$ cat src/rtl/cec_rx_pkg.sv
package cec_rx_pkg;
  typedef enum logic [3:0] {
    ST_IDLE,
    ST_START_LOW,
    ST_START_HIGH,
    ST_SAMPLE,
    ST_HIGH,
    ST_ACK_LOW,
    ST_ACK_END,
    ST_FINISH,
    ST_LOW_DRIVE
  } rx_state_e;
endpackage

$ cat src/rtl/cec_rx_sync.sv
module cec_rx_sync #(
  parameter int STAGES = 2
) (
  input  logic clk_i,
  input  logic rst_ni,
  input  logic d_i,
  output logic q_o
);
  logic [STAGES-1:0] sync_q;

  generate
    if (STAGES == 1) begin : g_one
      always_ff @(posedge clk_i or negedge rst_ni)
        if (!rst_ni) sync_q <= '1;
        else         sync_q <= d_i;
    end else begin : g_many
      always_ff @(posedge clk_i or negedge rst_ni)
        if (!rst_ni) sync_q <= '1;
        else         sync_q <= {sync_q[STAGES-2:0], d_i};
    end
  endgenerate

  assign q_o = sync_q[STAGES-1];
endmodule

$ cat src/rtl/cec_rx_timer.sv
module cec_rx_timer #(
  parameter int W = 13
) (
  input  logic         clk_i,
  input  logic         rst_ni,
  input  logic         tick_i,
  input  logic         clr_i,
  output logic [W-1:0] cnt_o
);
  localparam logic [W-1:0] MAX = '1;

  always_ff @(posedge clk_i or negedge rst_ni)
    if (!rst_ni)                   cnt_o <= '0;
    else if (clr_i)                cnt_o <= '0;
    else if (tick_i && cnt_o != MAX) cnt_o <= cnt_o + 1'b1;

  assert_timer_saturates_R9: assert property (@(posedge clk_i) disable iff (!rst_ni)
    (cnt_o == MAX && !clr_i) |=> cnt_o == MAX);
endmodule

$ cat src/rtl/cec_rx_buffer.sv
module cec_rx_buffer #(
  parameter int NBYTES = 16,
  localparam int SEL_W = $clog2(NBYTES)
) (
  input  logic                clk_i,
  input  logic                rst_ni,
  input  logic                clr_i,
  input  logic                wr_i,
  input  logic [SEL_W-1:0]    byte_i,
  input  logic [2:0]          bit_i,
  input  logic                val_i,
  output logic [8*NBYTES-1:0] data_o
);
  for (genvar g = 0; g < NBYTES; g++) begin : g_byte
    logic [7:0] byte_q;
    always_ff @(posedge clk_i or negedge rst_ni)
      if (!rst_ni)                                  byte_q <= '0;
      else if (clr_i)                               byte_q <= '0;
      else if (wr_i && byte_i == SEL_W'(g))         byte_q[3'd7 - bit_i] <= val_i;
    assign data_o[8*g +: 8] = byte_q;
  end

  assert_clear_empties_R12: assert property (@(posedge clk_i) disable iff (!rst_ni)
    clr_i |=> data_o == '0);
endmodule

$ cat src/rtl/cec_line_rx.sv
module cec_line_rx
  import cec_rx_pkg::*;
#(
  parameter int NBYTES         = 16,
  parameter int START_LOW_MIN  = 3500,
  parameter int START_HIGH_MAX = 1200,
  parameter int SAMPLE_AT      = 850,
  parameter int BIT_MAX        = 2750,
  parameter int BIT_MIN        = 2050,
  parameter int ACK_LOW        = 1500,
  parameter int LOW_DRIVE      = 3600,
  parameter int SYNC_STAGES    = 2,
  localparam int LEN_W         = $clog2(NBYTES+1)
) (
  input  logic                clk_i,
  input  logic                rst_ni,
  input  logic                tick_i,
  input  logic                line_i,
  input  logic [15:0]         addr_mask_i,
  output logic                drive_low_o,
  output logic                low_drive_err_o,
  output logic                frame_valid_o,
  output logic [LEN_W-1:0]    frame_len_o,
  output logic [8*NBYTES-1:0] frame_data_o
);
  localparam int SEL_W = $clog2(NBYTES);
  localparam int CNT_W = $clog2(START_LOW_MIN + START_HIGH_MAX + SAMPLE_AT + BIT_MAX
                                + BIT_MIN + ACK_LOW + LOW_DRIVE) + 1;
  localparam logic [CNT_W-1:0] C_START_LOW_MIN  = CNT_W'(START_LOW_MIN);
  localparam logic [CNT_W-1:0] C_START_HIGH_MAX = CNT_W'(START_HIGH_MAX);
  localparam logic [CNT_W-1:0] C_SAMPLE_M1      = CNT_W'(SAMPLE_AT - 1);
  localparam logic [CNT_W-1:0] C_BIT_MAX        = CNT_W'(BIT_MAX);
  localparam logic [CNT_W-1:0] C_BIT_MIN        = CNT_W'(BIT_MIN);
  localparam logic [CNT_W-1:0] C_BIT_MIN_M1     = CNT_W'(BIT_MIN - 1);
  localparam logic [CNT_W-1:0] C_ACK_M1         = CNT_W'(ACK_LOW - 1);
  localparam logic [CNT_W-1:0] C_DRIVE_M1       = CNT_W'(LOW_DRIVE - 1);
  localparam logic [LEN_W-1:0] C_NBYTES         = LEN_W'(NBYTES);

  rx_state_e        st_q, st_d;
  logic             line_s, line_p, fall, rise;
  logic [CNT_W-1:0] cnt;
  logic             tmr_clr, buf_clr, buf_wr;
  logic [3:0]       slot_q, slot_d;
  logic [LEN_W-1:0] byte_q, byte_d, len_q, len_d;
  logic             eom_q, eom_d, valid_d, err_d;
  logic [3:0]       dest;
  logic             ack_me;

  cec_rx_sync #(.STAGES(SYNC_STAGES)) u_sync (
    .clk_i(clk_i), .rst_ni(rst_ni), .d_i(line_i), .q_o(line_s));

  cec_rx_timer #(.W(CNT_W)) u_timer (
    .clk_i(clk_i), .rst_ni(rst_ni), .tick_i(tick_i), .clr_i(tmr_clr), .cnt_o(cnt));

  cec_rx_buffer #(.NBYTES(NBYTES)) u_buf (
    .clk_i(clk_i), .rst_ni(rst_ni), .clr_i(buf_clr), .wr_i(buf_wr),
    .byte_i(byte_q[SEL_W-1:0]), .bit_i(slot_q[2:0]), .val_i(line_s),
    .data_o(frame_data_o));

  assign fall   = line_p && !line_s;
  assign rise   = !line_p && line_s;
  assign dest   = frame_data_o[3:0];
  assign ack_me = (dest != 4'hF) && addr_mask_i[dest];

  always_comb begin
    st_d    = st_q;
    tmr_clr = 1'b0;
    buf_clr = 1'b0;
    buf_wr  = 1'b0;
    slot_d  = slot_q;
    byte_d  = byte_q;
    len_d   = len_q;
    eom_d   = eom_q;
    valid_d = 1'b0;
    err_d   = 1'b0;
    unique case (st_q)
      ST_IDLE: if (fall) begin
        st_d = ST_START_LOW; tmr_clr = 1'b1;
      end
      ST_START_LOW: if (rise) begin
        tmr_clr = 1'b1;
        st_d    = (cnt < C_START_LOW_MIN) ? ST_IDLE : ST_START_HIGH;
      end
      ST_START_HIGH: begin
        if (fall) begin
          st_d = ST_SAMPLE; tmr_clr = 1'b1; slot_d = '0; byte_d = '0; eom_d = 1'b0;
        end else if (line_s && cnt > C_START_HIGH_MAX) st_d = ST_IDLE;
      end
      ST_SAMPLE: if (tick_i && cnt >= C_SAMPLE_M1) begin
        st_d   = ST_HIGH;
        slot_d = slot_q + 4'd1;
        if (slot_q < 4'd8) buf_wr = (byte_q < C_NBYTES);
        else if (slot_q == 4'd8) begin
          eom_d = line_s;
          len_d = (byte_q < C_NBYTES) ? byte_q + 1'b1 : C_NBYTES;
        end
      end
      ST_HIGH: begin
        if (fall) begin
          tmr_clr = 1'b1;
          if (cnt < C_BIT_MIN) begin
            st_d = ST_LOW_DRIVE; err_d = 1'b1;
          end else if (slot_q != 4'd9) st_d = ST_SAMPLE;
          else                         st_d = ack_me ? ST_ACK_LOW : ST_ACK_END;
        end else if (line_s && cnt > C_BIT_MAX) st_d = ST_IDLE;
      end
      ST_ACK_LOW: if (tick_i && cnt >= C_ACK_M1) st_d = ST_ACK_END;
      ST_ACK_END: if (line_s) begin
        if (eom_q) begin
          st_d = ST_FINISH; valid_d = 1'b1;
        end else begin
          st_d   = ST_HIGH;
          slot_d = '0;
          if (byte_q < C_NBYTES) byte_d = byte_q + 1'b1;
        end
      end
      ST_FINISH:    if (tick_i && cnt >= C_BIT_MIN_M1) st_d = ST_IDLE;
      ST_LOW_DRIVE: if (tick_i && cnt >= C_DRIVE_M1)   st_d = ST_IDLE;
      default:      st_d = ST_IDLE;
    endcase
    if (st_d == ST_IDLE && st_q != ST_IDLE) begin
      buf_clr = 1'b1; len_d = '0; slot_d = '0; byte_d = '0; eom_d = 1'b0;
    end
  end

  always_ff @(posedge clk_i or negedge rst_ni)
    if (!rst_ni) begin
      st_q            <= ST_IDLE;
      line_p          <= 1'b1;
      slot_q          <= '0;
      byte_q          <= '0;
      len_q           <= '0;
      eom_q           <= 1'b0;
      frame_valid_o   <= 1'b0;
      low_drive_err_o <= 1'b0;
    end else begin
      st_q            <= st_d;
      line_p          <= line_s;
      slot_q          <= slot_d;
      byte_q          <= byte_d;
      len_q           <= len_d;
      eom_q           <= eom_d;
      frame_valid_o   <= valid_d;
      low_drive_err_o <= err_d;
    end

  assign drive_low_o = (st_q == ST_ACK_LOW) || (st_q == ST_LOW_DRIVE);
  assign frame_len_o = len_q;

  assert_valid_single_R5: assert property (@(posedge clk_i) disable iff (!rst_ni)
    frame_valid_o |=> !frame_valid_o);
  assert_valid_has_len_R5: assert property (@(posedge clk_i) disable iff (!rst_ni)
    frame_valid_o |-> (frame_len_o != '0 && frame_len_o <= C_NBYTES));
  assert_valid_after_ack_R5: assert property (@(posedge clk_i) disable iff (!rst_ni)
    $rose(frame_valid_o) |-> $past(st_q == ST_ACK_END));
  assert_err_drives_R10: assert property (@(posedge clk_i) disable iff (!rst_ni)
    low_drive_err_o |-> drive_low_o);
  assert_no_bcast_ack_R7: assert property (@(posedge clk_i) disable iff (!rst_ni)
    (st_q == ST_ACK_LOW) |-> frame_data_o[3:0] != 4'hF);
endmodule

$ cat config.mk
export PLATFORM = sky130hd
export DESIGN_NAME = cec_line_rx
export DESIGN_NICKNAME = d
export VERILOG_FILES = /design/src/rtl/cec_rx_pkg.sv /design/src/rtl/cec_rx_sync.sv /design/src/rtl/cec_rx_timer.sv /design/src/rtl/cec_rx_buffer.sv /design/src/rtl/cec_line_rx.sv
export SDC_FILE = /design/constraint.sdc
export NUM_CORES = 1
export LEC_CHECK = 0
export ABC_AREA = 1
export ABC_CLOCK_PERIOD_IN_PS = 3200
export BUFFER_PORTS_ARGS = -buffer_cell sky130_fd_sc_hd__buf_2
export CORE_ASPECT_RATIO = 0.8
export CORE_MARGIN = 3
export CORE_UTILIZATION = 54
export DETAILED_ROUTE_END_ITERATION = 10
export PLACE_DENSITY = 0.77
export SLEW_MARGIN = 20
export SYNTH_ARGS = -nofsm -noshare
export SYNTH_HDL_FRONTEND = slang
export SYNTH_SLANG_ARGS = --single-unit
$ cat constraint.sdc
create_clock -name clk_i -period 3.2 [get_ports clk_i]
set_input_delay 0.48 -clock clk_i [delete_from_list [all_inputs] [get_ports clk_i]]
set_output_delay 0.48 -clock clk_i [all_outputs]
set_load 0.005 [all_outputs]
## Yosys cells after proc, flatten, opt, wreduce, memory -nomap -nowiden

Cells that the tools add are included.

- Bits in registers: 167
- Input bits: 20

- $add $sub $neg: 4
- Order comparisons: 13
- Equal/unequal tests: 35
- Mux-type cells: 108
- Reductions and logical operators: 63

Operator list:

| operator | count |
|---|---|
| 2-to-1 mux 8 bit | 32 |
| bitwise mux 8 bit | 16 |
| 2-to-1 mux 4 bit | 17 |
| 2-to-1 mux 5 bit | 11 |
| == test 4 bit, second input constant | 10 |
| nonzero test 2 bit | 20 |
| case mux 4 bit (9 select lines) | 1 |
| == test 4 x 3 -> 1 bit, second input constant | 8 |
| greater-or-equal comparator 15 x 12 -> 1 bit, second input constant | 2 |
| less-than comparator 15 x 12 -> 1 bit, second input constant | 2 |
| 2-to-1 mux 15 bit | 2 |
| logical AND 1 bit | 28 |
| 2-to-1 mux 1 bit | 19 |
| != test 3 bit, second input constant | 6 |
| == test 4 x 2 -> 1 bit, second input constant | 4 |
| adder 15 x 1 -> 15 bit, second input constant | 1 |
| greater-or-equal comparator 15 x 10 -> 1 bit, second input constant | 1 |
| greater-or-equal comparator 15 x 11 -> 1 bit, second input constant | 1 |
| greater-than comparator 15 x 11 -> 1 bit, second input constant | 1 |
| greater-than comparator 15 x 12 -> 1 bit, second input constant | 1 |
| != test 15 bit, second input constant | 1 |
| AND reduction 5 bit | 3 |
| logical NOT 4 bit | 3 |
| case mux 4 bit (3 select lines) | 1 |
| other kinds (24) | 32 |

## Longest topological paths before layout

Gate-level depths: netlist of the first run.

- Word-level depth: 12
- Gate-level depth with buffers: 17
- Depth with buffers taken out: 16

## Modules after synthesis

A second synthesis of the first run with hierarchy kept.

- Cells, all modules: 1246
- Area, all modules: 8889.8 µm²

By module, submodules not included:

| module | times used | cells an instance | area each (µm²) | seq. area each (µm²) |
|---|---|---|---|---|
| cec_rx_buffer | 1 | 756 | 5801.8 | 3203.1 |
| cec_line_rx | 1 | 349 | 2065.7 | 551.8 |
| cec_rx_timer | 1 | 139 | 969.7 | 375.4 |
| cec_rx_sync | 1 | 2 | 52.6 | 52.6 |

## Worst setup path after synthesis of the first run

Ideal clock, no wire load.

- Kind: flip-flop to flip-flop
- Start: reg u_sync.sync_q[1]
- End: reg u_buf.g_byte[7].byte_q[0]
- Arrival time: 2.018 ns
- Data required time: 3.076 ns
- Path slack: 1.058 ns
- Stages on the path, launching flop included: 17
- Cells stage by stage: dfstp_2 buf_2 inv_2 nand2_1 inv_1 nand2_1 nand2_1 clkinv_1 nand2_1 nor2_1 nand3_1 nor2_1 nand3_2 buf_4 buf_2 nand3_1 nand2_1

- Longest elaborated chain between the ends: 8

RTL lines:

| what | RTL line | text |
|---|---|---|
| start, declared | cec_rx_sync.sv:9 | `logic [STAGES-1:0] sync_q;` |
| start signal, assigned | cec_rx_sync.sv:19 | `else sync_q <= {sync_q[STAGES-2:0], d_i};` |
| logical AND 1 bit (tied with other cells) | cec_line_rx.sv:105 | `end else if (line_s && cnt > C_BIT_MAX) st_d = ST_IDLE;` |
| 2-to-1 mux 4 bit (tied with other cells) | cec_line_rx.sv:105 |  |
| 2-to-1 mux 4 bit, on equally long branches | cec_line_rx.sv:99, cec_line_rx.sv:77, cec_line_rx.sv:85 |  |
| case mux 4 bit (9 select lines) | cec_line_rx.sv:76 | `unique case (st_q)` |
| logical NOT 4 bit | cec_line_rx.sv:121 | `if (st_d == ST_IDLE && st_q != ST_IDLE) begin` |
| logical AND 1 bit | cec_line_rx.sv:121 |  |
| 2-to-1 mux 1 bit | cec_line_rx.sv:121 |  |
| 2-to-1 mux 8 bit / nonzero test 2 bit (equally long branches) | -- |  |
| end signal, assigned by index | cec_rx_buffer.sv:19 | `else if (wr_i && byte_i == SEL_W'(g)) byte_q[3'd7 - bit_i] <= val_i;` |
| end, declared | cec_rx_buffer.sv:15 | `logic [7:0] byte_q;` |

Several ways; a longest one is shown, not always the timed one. The select of a mux whose other input is x is not followed.
A chain may end at the register's enable or synchronous reset.

## Worst setup path after layout of the first run

- Start: reg u_timer.cnt_o[0]
- End: reg u_buf.g_byte[8].byte_q[2]

- Longest elaborated chain between the ends: 9

RTL lines:

| what | RTL line | text |
|---|---|---|
| start, declared | cec_rx_timer.sv:8 | `output logic [W-1:0] cnt_o` |
| start signal, assigned | cec_rx_timer.sv:15 | `else if (tick_i && cnt_o != MAX) cnt_o <= cnt_o + 1'b1;` |
| greater-than comparator 15 x 12 -> 1 bit / greater-than comparator 15 x 11 -> 1 bit (equally long branches) | cec_line_rx.sv:105, cec_line_rx.sv:87 |  |
| logical AND 1 bit, on equally long branches | cec_line_rx.sv:105, cec_line_rx.sv:87 |  |
| 2-to-1 mux 4 bit, on equally long branches | cec_line_rx.sv:105, cec_line_rx.sv:87 |  |
| 2-to-1 mux 4 bit, on equally long branches | cec_line_rx.sv:99, cec_line_rx.sv:85 |  |
| case mux 4 bit (9 select lines) | cec_line_rx.sv:76 |  |
| logical NOT 4 bit | cec_line_rx.sv:121 |  |
| logical AND 1 bit | cec_line_rx.sv:121 |  |
| 2-to-1 mux 1 bit | cec_line_rx.sv:121 |  |
| 2-to-1 mux 8 bit / nonzero test 2 bit (equally long branches) | -- |  |
| end signal, assigned by index | cec_rx_buffer.sv:19 |  |
| end, declared | cec_rx_buffer.sv:15 |  |

Several ways; a longest one is shown, not always the timed one.

==> results.md, run 1 <==
* Outcome: finished, final reports clean
* Sink Count at 167
* Period utilisation layout at 0.8691
* Antenna cells at 0
* Chip Height at 120.7 um
* Pwr Total at 0.005918 W
* Post-route setup TNS at 0 ns
* Buffers added on ports at 154
* Io pins at 156
* Core footprint at 15950 um^2
* Gr ovfl total at 0
* Seq pwr share at 0.383
* DPL Wire Length at 17.86 mm
* Seq/Total Area, Yosys at 0.4712
* Final Non-Filler Cells at 1450
* Inst Count DP at 1419
* Critical Path Max Stage Delay at 0.43 ns
* Fmax at 359.6 MHz
* Routed Wire Length at 26.09 mm
* Worst-path fanout max at 50
* Unrepaired setup endpoints after global routing: no
* Critical Path, Cell by Cell: ha_1 > nand3_1 > nor3_1 > nand2_1 > nand3_1 > nand2_1 > nand2_1 > nand4_1 > nor2_1 > nand3_4 > buf_4 > o211ai_1 > nand2_1
* Layout Skew at 0.008370 ns
* Synthesis warning total at 0
* Final worst slack at 0.4189 ns
* # hold bufs at CTS at 0
* Sw frac at 0.3934
* Antenna Violating Nets Remaining at 0
* Clk pin slew, worst setup/hold paths at 0.07 ns
* # Post-CTS Setup Buffers at 0
* Clock power frac at 0.328
* Slowest cell on crit path: dfrtp_1
* CP most frequent cell: nand2_1
* Pre-CTS setup slack at 0.4863 ns
* Startpoint types: register
* Initial Utilization at 0.5564
* Die width at 149.4 um
* Dpl cell area at 9837 um^2
* Drt via density at 5.850
* Detailed router's first-iteration violation count at 926
* CP Data Required Time at 3.52 ns
* Pwr/cell area at 570.0 nW/um^2
* Setup-violating endpoint count in the final report at 0
* Distinct cells, synth at 43
* Final number of max-transition violations at 0
* Sw power at 0.002328 W
* Initial antenna violation count at 0
* Worst vdd ir at 0.0005822 V
* Post-Syn Nets at 1111
* Leakage Power at 5.833 nW
* Final min period at 2.781 ns
* Share of cells above drive strength 1 at 0.2146
* Worst-Margin Slew at 0.8451 ns
* Logic gate share of total power at 0.289
* Fin area at 10380 um^2
* Drt first pass iters at 5
* Cell Area, Synth at 8877 um^2
* Clock H-tree levels at 4
* Vias post-DR at 8483
* Root Driver: clkbuf_16
* Internal power at 0.003590 W
* CTS resizes at 0
* Final Hold Violating Endpoints at 0
* Largest net degree at the start of global routing at 81
* CTS tree: built
* Clock Latency Late Sink at 0.44 ns
* Vias in the first global route at 7591
* CTS buffer count at 17
* Critical Path End Type: register
* Relative slew margins at 0.4319
* Final nets at 1252
* Crit path DAT at 3.10 ns
* Flops & latches, synth at 167
* Area growth from synthesis to layout at 16.96%
* Num rows at 41
* All-Layer GR Usage at 0.2907
* Hold Crit Class: in -> async
* Max clock buf depth at 2
* Critical path type: reg -> reg
* Drt wl/cell at 18.00 um
* Global-route wire length before repair at 41.03 mm
* Synthesized instance count at 1082
* MaxCap Viol Count at 0
* Drt drc at 0
* RePlAce Congestion at 0.9854
* Syn avg cell area at 8.204 um^2
* Die area at 18020 um^2
-- critical path: cells and delay by family, from the launching register on --
kind	cells	cell delay, ns
flops	1	0.43
buf+inv	1	0.40
simple gates	10	1.44
fa+ha+maj	1	0.21
compound gates	1	0.16
-- final cells by class --
type | instances | area (um^2)
timing repair buffer | 181 | 1030
inverter | 97 | 364.1
sequential | 167 | 4183
clock inverter | 14 | 120.1
fill | 1402 | 5572
multi-input combinational | 759 | 3991
tap | 215 | 269.0
clock buffer | 17 | 425.4
-- Yosys cell counts --
cell type	number	area [um^2]
nand3b_1	2	15.01
nor2_1	91	341.6
a21oi_1	20	100.1
buf_6	12	135.1
dfrtp_1	164	4104
a22oi_1	1	7.510
o41ai_1	1	8.760
o21a_1	1	7.510
buf_1	2	7.510
buf_4	2	15.01
buf_2	22	110.1
nand3_1	154	770.7
o211ai_1	115	863.3
nor2_2	3	18.77
nand3_2	1	10.01
nand2_1	261	979.7
clkinv_1	11	41.29
nor2_8	1	20.02
nand2_2	5	31.28
o21bai_1	1	7.510
nand4_2	1	12.51
o211ai_2	17	212.7
nor4_2	1	12.51
nand4_1	24	150.1
o21ai_2	1	8.760
inv_1	69	259.0
a21boi_1	1	7.510
nor3b_1	1	7.510
dfstp_2	3	78.83
xnor2_1	2	17.52
xor2_1	1	8.760
o21ai_0	20	100.1
a21boi_0	1	7.510
o22ai_1	1	6.260
clkbuf_1	21	78.83
nor3_1	16	80.08
inv_2	17	63.81
ha_1	9	112.6
nand3_4	1	17.52
a211oi_1	2	15.01
o21ai_1	1	5.000
nor2_4	1	11.26
a21oi_2	1	8.760
-- registers in the layout, indices dropped and copies added, names as in the netlist --
name                 flops
byte_q                   5
eom_q                    1
frame_len_o              5
frame_valid_o            1
line_p                   1
low_drive_err_o          1
slot_q                   4
st_q                     4
u_buf.g_byte.byte_q    128
u_sync.sync_q            2
u_timer.cnt_o           15
-- final timing paths --
path | start | to | slack (ns) | cells after the start
hold reg to reg | u_sync.sync_q[0] | u_sync.sync_q[1] | 0.36 | 0
setup / recovery | u_timer.cnt_o[0] | u_buf.g_byte[8].byte_q[2] | 0.42 | 13
hold / removal | rst_ni | u_buf.g_byte[4].byte_q[0] | 0.07 | 1
min in group clk_i | line_i | u_sync.sync_q[0] | 0.14 | 1
max in group asynchronous | rst_ni | u_buf.g_byte[8].byte_q[6] | 2.35 | 2
setup reg to reg | u_timer.cnt_o[0] | u_buf.g_byte[8].byte_q[2] | 0.42 | 13
-- logic make-up (layout without fill, tap and decap cells) --
family                   count (synthesis)  count (layout)  synth area share
AO/OA/AOI/OAI                          184             184            0.1539
XOR/XNOR                                 3               3          0.002960
adder cells (fa/ha/maj)                  9               9           0.01269
buffers and inverters                  156             309           0.08006
flip-flops                             167             167            0.4712
AND/OR/NAND/NOR                        563             563            0.2792
-- layout by cell type, fill, tap and decap left out, types with 16 or more instances in the layout --
master	Yosys	final
a21oi_1	20	20
inv_1	69	69
o211ai_2	17	17
nand4_1	24	24
dfrtp_1	164	164
nor3_1	16	16
o21ai_0	20	20
nand2_1	261	261
o211ai_1	115	115
inv_2	17	17
buf_2	22	153
clkbuf_16	0	17
nor2_1	91	91
nand3_1	154	154
buf_4	2	23
-- through the flow --
stage	hold slack (ns)	utilization
global route	0.1325	0.6508
global placement	0.3471	0.6166
detailed placement	0.3487	0.6166
floorplan	0.1844	-
finish	0.07287	0.6508
CTS	0.1101	0.6508
-- power groups by stage --
stage,clock network (W),registers (W),logic [W]
after floorplan,0,0.00227,0.00149
after global placement,0,0.00230,0.00165
after detailed placement,0,0.00230,0.00167
after CTS,0.00195,0.00226,0.00168
after global routing,0.00205,0.00228,0.00188
final,0.00194,0.00227,0.00171
-- routing by layer --
layer,track usage,vias to the layer above,wire (um)
met5,0,-,0
met4,0.09377,0,586
li1,-,3984,-
met2,0.4136,448,11320
met1,0.4475,3998,11730
met3,0.05508,53,2456
Note: power is estimated with default switching activity, not from simulation.
==> run 2, diff against run 1 <==
BUFFER_PORTS_ARGS = -buffer_cell sky130_fd_sc_hd__buf_4   (was -buffer_cell sky130_fd_sc_hd__buf_2)
CORE_UTILIZATION = 25   (was 54)
CTS_BUF_LIST = sky130_fd_sc_hd__clkbuf_16   (was not set)
PLACE_DENSITY = not set   (was 0.77)
==> run 2 against run 1 <==
Against the previous run: via count fell by 1.7%; largest cell class unchanged; power increased by 2.5%; combinational power is essentially flat; hold slack got worse by 0.047 ns; critical path depth up 1; worst setup slack better by 0.061 ns; cell count up 18%.
==> results.md, run 2 (same netlist as run 1, synthesis figures left out) <==
* Outcome: finished, final reports clean
* CTS resizes at 0 (unchanged)
* Startpoint types: register
* # Post-CTS Setup Buffers at 0 (unchanged)
* Hold Crit Class: in -> async
* Crit path depth at 14 (+1)
* Filler instances at 3660 (+160%)
* Final min period at 2.720 ns (-0.06119 ns)
* Sw power at 0.002407 W (+3.4%)
* Initial antenna violation count at 0 (unchanged)
* Die width at 216.7 um (+45%)
* Largest net degree at the start of global routing at 184 (+130%)
* Clock power frac at 0.351 (+0.023)
* Top reg by flops: u_buf.g_byte.byte_q
* Final Hold Violating Endpoints at 0 (unchanged)
* Initial Utilization at 0.2545 (-0.3019)
* Clock Latency Late Sink at 0.44 ns (about the same)
* Routed Wire Length at 30.33 mm (+16%)
* Buffers added on ports at 154 (unchanged)
* DPL Wire Length at 21.05 mm (+18%)
* Fmax at 367.7 MHz (+2.2%)
* Vias in the first global route at 7888 (+3.9%)
* Final nets at 1250 (-0.16%)
* Detailed router's first-iteration violation count at 775 (-16%)
* Worst-Margin Slew at 0.7503 ns (-0.09476 ns)
* Layout Skew at 0.01605 ns (+0.007676 ns)
* Relative slew margins at 0.4956 (+0.06370)
* Most common cell after layout, fill and taps aside: nand2_1
* Drt wl/cell at 17.78 um (-1.2%)
* Clk pin slew, worst setup/hold paths at 0.08 ns (about the same)
* Area growth from synthesis to layout at 25.29%
* Root Driver: clkbuf_16
* Gr ovfl total at 0 (unchanged)
* Pwr Total at 0.006069 W (+2.5%)
* Leakage Power at 5.842 nW (+0.15%)
* Critical Path Max Stage Delay at 0.51 ns (+0.08 ns)
* Num rows at 61 (+49%)
* Internal power at 0.003662 W (+2.0%)
* Sw frac at 0.3966 (+0.003197)
* Antenna cells at 0 (unchanged)
* Io pins at 156 (unchanged)
* Max clock buf depth at 2 (unchanged)
* Die area at 37820 um^2 (+110%)
* Chip Height at 174.5 um (+45%)
* Pwr/cell area at 545.7 nW/um^2 (-4.3%)
* Clock H-tree levels at 4 (unchanged)
* RePlAce Congestion at 0.8822 (-10%)
* Share of cells above drive strength 1 at 0.2139 (-0.0006365)
* All-Layer GR Usage at 0.1577 (-0.1330)
* Critical path type: reg -> reg
* Unrepaired setup endpoints after global routing: no
* Crit path DAT at 3.04 ns (-0.06 ns)
* Buf/Inv on CP at 2 (+1)
* Seq pwr share at 0.373 (-0.010)
* Most frequent cells in the layout: nand2_1, buf_4, dfrtp_1
* Post-route setup TNS at 0 ns (unchanged)
* Logic gate share of total power at 0.276 (-0.013)
* CP delay by family, top: simple AND/OR/NAND/NOR gates
* Max FFs per register at 128 (unchanged)
* Worst vdd ir at 0.0005834 V (+0.21%)
* CTS buffer count at 17 (unchanged)
* Critical Path End Type: register
* CTS tree: built
* Reg2reg path depth at 14 (+1)
* Critical Path, Cell by Cell: inv_1 > ha_1 > nand2_1 > nor2_1 > nand2_1 > a21oi_1 > nor2_1 > nand3_1 > nor2_1 > nand3_4 > buf_12 > nand2_1 > nand2_1 > nand2_1
* Antenna Violating Nets Remaining at 0 (unchanged)
* Drt first pass iters at 5 (unchanged)
* Global-route wire length before repair at 46.62 mm (+14%)
* # hold bufs at CTS at 0 (unchanged)
* Drt via density at 4.890 (-16%)
* Core footprint at 34880 um^2 (+120%)
* MaxCap Viol Count at 0 (unchanged)
* Slowest cell on crit path: buf_12
* CP most frequent cell: nand2_1
* Sink Count at 167 (unchanged)
* Worst-path fanout max at 183 (+270%)
* Final number of max-transition violations at 0 (unchanged)
* Setup-violating endpoint count in the final report at 0 (unchanged)
* Largest regs: u_buf.g_byte.byte_q x128, u_timer.cnt_o x15
* CP Data Required Time at 3.52 ns (about the same)
* Drt drc at 0 (unchanged)
* Period utilisation layout at 0.8500 (-0.01912)
* Vias post-DR at 8343 (-1.7%)
-- run 2: changes by cell type in the layout (fill, tap and decap cells not counted), sizes merged --
| cell | before | now |
|---|---|---|
| inv | 92 | 93 |
| bufinv | 0 | 1 |
| clkinvlp | 3 | 2 |
| buf | 181 | 179 |
-- run 2: worst reg2reg max path: stages (launching register included) --
cell	delay [ns]
dfrtp_1	0.43
inv_1	0.16
ha_1	0.17
nand2_1	0.05
nor2_1	0.23
nand2_1	0.10
a21oi_1	0.13
nor2_1	0.06
nand3_1	0.12
nor2_1	0.09
nand3_4	0.12
buf_12	0.51
nand2_1	0.26
nand2_1	0.12
nand2_1	0.05
-- run 2: final timing paths --
kind,startpoint,end,slack [ns]
hold / removal,rst_ni,u_timer.cnt_o[12],0.03
hold reg to reg,u_sync.sync_q[0],u_sync.sync_q[1],0.36
max in group asynchronous,rst_ni,u_buf.g_byte[4].byte_q[5],2.30
setup reg to reg,slot_q[1],slot_q[0],0.48
setup / recovery,slot_q[1],slot_q[0],0.48
min in group clk_i,line_i,u_sync.sync_q[0],0.16
-- run 2: through the flow --
stage,instances,cell area (um^2),worst slack [ns],utilization,hold WS [ns]
3_3_place_gp,1674,10510,0.4871,0.3014,0.3483
4_1_cts,1706,11120,0.4659,0.3189,0.06542
3_5_place_dp,1674,10510,0.4992,0.3014,0.3473
2_1_floorplan,1082,8877,1.058,-,0.1844
5_1_grt,1706,11120,0.05845,0.3189,0.08425
6_report,1706,11120,0.4801,0.3189,0.02566
-- run 2: layout make-up --
class | instances | area (um^2) | area share
clock buffer | 17 | 425.4 | 0.03825
clock inverter | 15 | 182.7 | 0.01642
inverter | 97 | 364.1 | 0.03274
multi-input combinational | 759 | 3991 | 0.3589
sequential | 167 | 4183 | 0.3761
tap | 472 | 590.6 | 0.05310
timing repair buffer | 179 | 1385 | 0.1245
-- run 2: power groups by stage --
| stage | clock (W) | combinational [W] | sequential [W] |
|---|---|---|---|
| after CTS | 0.00216 | 0.00165 | 0.00226 |
| after global placement | 0 | 0.00164 | 0.00230 |
| after detailed placement | 0 | 0.00165 | 0.00230 |
| after floorplan | 0 | 0.00149 | 0.00227 |
| after global routing | 0.00226 | 0.00185 | 0.00227 |
| final | 0.00213 | 0.00168 | 0.00226 |
-- run 2: layer usage --
| metal | up-vias | GRT usage | routed length (um) |
|---|---|---|---|
| li1 | 3982 | - | - |
| met1 | 4009 | 0.2222 | 13820 |
| met5 | - | 0 | 0 |
| met4 | 0 | 0.05086 | 850 |
| met3 | 44 | 0.04212 | 2296 |
| met2 | 308 | 0.2351 | 13350 |
==> run 3, diff against run 2 <==
ABC_CLOCK_PERIOD_IN_PS = 2500   (was 3200)
clock period = 2.5 ns   (was 3.2 ns; I/O delays follow)
==> run 3 against run 2 <==
Against the previous run: clock skew decreased by 0.0020 ns; cell count grew 2.4%; sequential share of layout area is 1.6 points lower; highest routed layer unchanged.
==> results.md, run 3 (same netlist as run 1, synthesis figures left out) <==
* Layout Skew at 0.01408 ns (-0.001962 ns)
* Worst hold margin at 0.05752 ns (+0.03186 ns)
* Period utilisation layout at 0.9427 (+0.09268)
* Final Non-Filler Cells at 1747 (+2.4%)
* Setup-violating endpoint count in the final report at 0 (unchanged)
* Vias in the first global route at 8084 (+2.5%)
* Dpl cell area at 10730 um^2 (+2.1%)
* Reg2reg path depth at 16 (+2)
* Global-route wire length before repair at 48.03 mm (+3.0%)
* Critical Path End Type: register
* Critical Path Max Stage Delay at 0.39 ns (-0.12 ns)
* Hold Crit Class: in -> reg
* CP delay by family, top: simple AND/OR/NAND/NOR gates
* Antenna Violating Nets Remaining at 0 (unchanged)
* CP Data Required Time at 2.82 ns (-0.70 ns)
* R2R setup slack at 0.14 ns (-0.34 ns)
* Leakage Power at 6.101 nW (+4.4%)
* Most frequent cells in the layout: nand2_1, buf_4, dfrtp_1
* Clock H-tree levels at 4 (unchanged)
* Largest net degree at the start of global routing at 109 (-41%)
* Detailed router's first-iteration violation count at 869 (+12%)
* CP most frequent cell: nand2_1
* Pre-CTS setup slack at 0.05554 ns (-0.4437 ns)
* Pwr/cell area at 735.3 nW/um^2 (+35%)
* CTS buffer count at 17 (unchanged)
* Final number of max-transition violations at 0 (unchanged)
* Antenna cells at 0 (unchanged)
* FF-to-FF End: u_buf.g_byte[3].byte_q[2]
* Num rows at 61 (unchanged)
* Initial Utilization at 0.2545 (unchanged)
* Sink Count at 167 (unchanged)
* All-Layer GR Usage at 0.1617 (+0.004021)
* Drt drc at 0 (unchanged)
* Clock Latency Late Sink at 0.43 ns (about the same)
* Io pins at 156 (unchanged)
* Crit path depth at 16 (+2)
* Top reg by flops: u_buf.g_byte.byte_q
* Worst-Margin Slew at 0.4971 ns (-0.2533 ns)
* Slowest cell on crit path: dfrtp_1
* Worst r2r src: st_q[2]
* Area growth from synthesis to layout at 30.98%
* Max FFs per register at 128 (unchanged)
* Final min period at 2.357 ns (-0.3633 ns)
* Critical path destination: u_buf.g_byte[3].byte_q[2]
* Buffers added on ports at 154 (unchanged)
* Critical path type: reg -> reg
* Final nets at 1291 (+3.3%)
* Post-Route Utilization at 0.3334 (+0.01449)
* Unrepaired setup endpoints after global routing: yes
* Vias post-DR at 8630 (+3.4%)
* Inst Count DP at 1700 (+1.6%)
* Most common cell after layout, fill and taps aside: nand2_1
* Initial antenna violation count at 0 (unchanged)
* Crit path launch: st_q[2]
* Die area at 37820 um^2 (unchanged)
* Root Driver: clkbuf_16
* RePlAce Congestion at 0.9065 (+2.8%)
* Critical Path, Cell by Cell: inv_1 > nor2_2 > nand2_1 > inv_1 > o21ai_0 > nand2_1 > clkinv_1 > nand2_1 > nor2_1 > nand3_1 > nor2_2 > nand3_4 > buf_12 > clkbuf_16 > o211ai_1 > nand2_1
* Routed Wire Length at 32.11 mm (+5.9%)
* Fin area at 11630 um^2 (+4.5%)
* Max clock buf depth at 2 (unchanged)
* DPL Wire Length at 21.88 mm (+3.9%)
* Startpoint types: register
* Crit path DAT at 2.67 ns (-0.37 ns)
* Fmax at 424.3 MHz (+15%)
* Chip Height at 174.5 um (unchanged)
* Drt first pass iters at 6 (+1)
* Largest regs: u_buf.g_byte.byte_q x128, u_timer.cnt_o x15
* Share of cells above drive strength 1 at 0.2565 (+0.04253)
* Worst-path fanout max at 48 (-74%)
* Gr ovfl total at 0 (unchanged)
* Final Hold Violating Endpoints at 0 (unchanged)
* Core footprint at 34880 um^2 (unchanged)
* Worst vdd ir at 0.0005726 V (-1.9%)
* Clk pin slew, worst setup/hold paths at 0.08 ns (about the same)
* CTS tree: built
* Relative slew margins at 0.6661 (+0.1705)
* MaxCap Viol Count at 0 (unchanged)
* Buf/Inv on CP at 5 (+3)
* Final worst slack at 0.1433 ns (-0.3367 ns)
* Drt via density at 4.940 (+1.0%)
* Die width at 216.7 um (unchanged)
* Outcome: finished, final reports clean
* Drt wl/cell at 18.38 um (+3.4%)
## run 3: power by group
group / leakage, nW / internal [W] / total (W) / switching [W]
registers: 2.30 / 0.00278 / 0.00290 / 0.000118
logic: 3.52 / 0.00102 / 0.00304 / 0.00202
clock network: 0.282 / 0.00133 / 0.00261 / 0.00128
total: 6.10 / 0.00513 / 0.00855 / 0.00341
## run 3: routing by layer
| layer | vias to the layer above | routed length (um) | global-route usage |
|---|---|---|---|
| met5 | - | 0 | 0 |
| met2 | 352 | 14510 | 0.2483 |
| met1 | 4160 | 14230 | 0.2293 |
| met3 | 42 | 2793 | 0.04037 |
| met4 | 0 | 575 | 0.03774 |
| li1 | 4076 | - | - |
## run 3: worst min-delay path by stage
stage / cells past startpoint / start / end
after floorplan: 0 / rst_ni / byte_q[0]
after global placement: 1 / rst_ni / frame_len_o[0]
after detailed placement: 1 / rst_ni / frame_len_o[3]
after CTS: 1 / line_i / u_sync.sync_q[0]
after global routing: 1 / line_i / u_sync.sync_q[0]
final: 1 / line_i / u_sync.sync_q[0]
## run 3: stage by stage
| step | total power (W) | setup TNS, ns |
|---|---|---|
| final | 0.008549 | 0 |
| after global routing | 0.008964 | -0.6568 |
| after CTS | 0.007762 | 0 |
| after detailed placement | 0.005154 | 0 |
| after global placement | 0.005135 | 0 |
| after floorplan | 0.004806 | 0 |
## run 3: area by class of cell
| type | instances | area [um^2] |
|---|---|---|
| well taps | 472 | 590.6 |
| flip-flops and latches | 167 | 4192 |
| inverters | 97 | 364.1 |
| clock inverters | 15 | 155.1 |
| repair buffers | 220 | 1864 |
| multi-input cells | 759 | 4036 |
| clock buffers | 17 | 425.4 |
| fillers | 3585 | 23250 |
## run 3: timing repair
action / 4_1_cts / 5_1_grt
gates resized for setup: 0 / 27
endpoints found under the hold margin: 39 / 0
setup buffers: 0 / 7
setup endpoints to repair: 0 / 144
hold buffers: 1 / 0
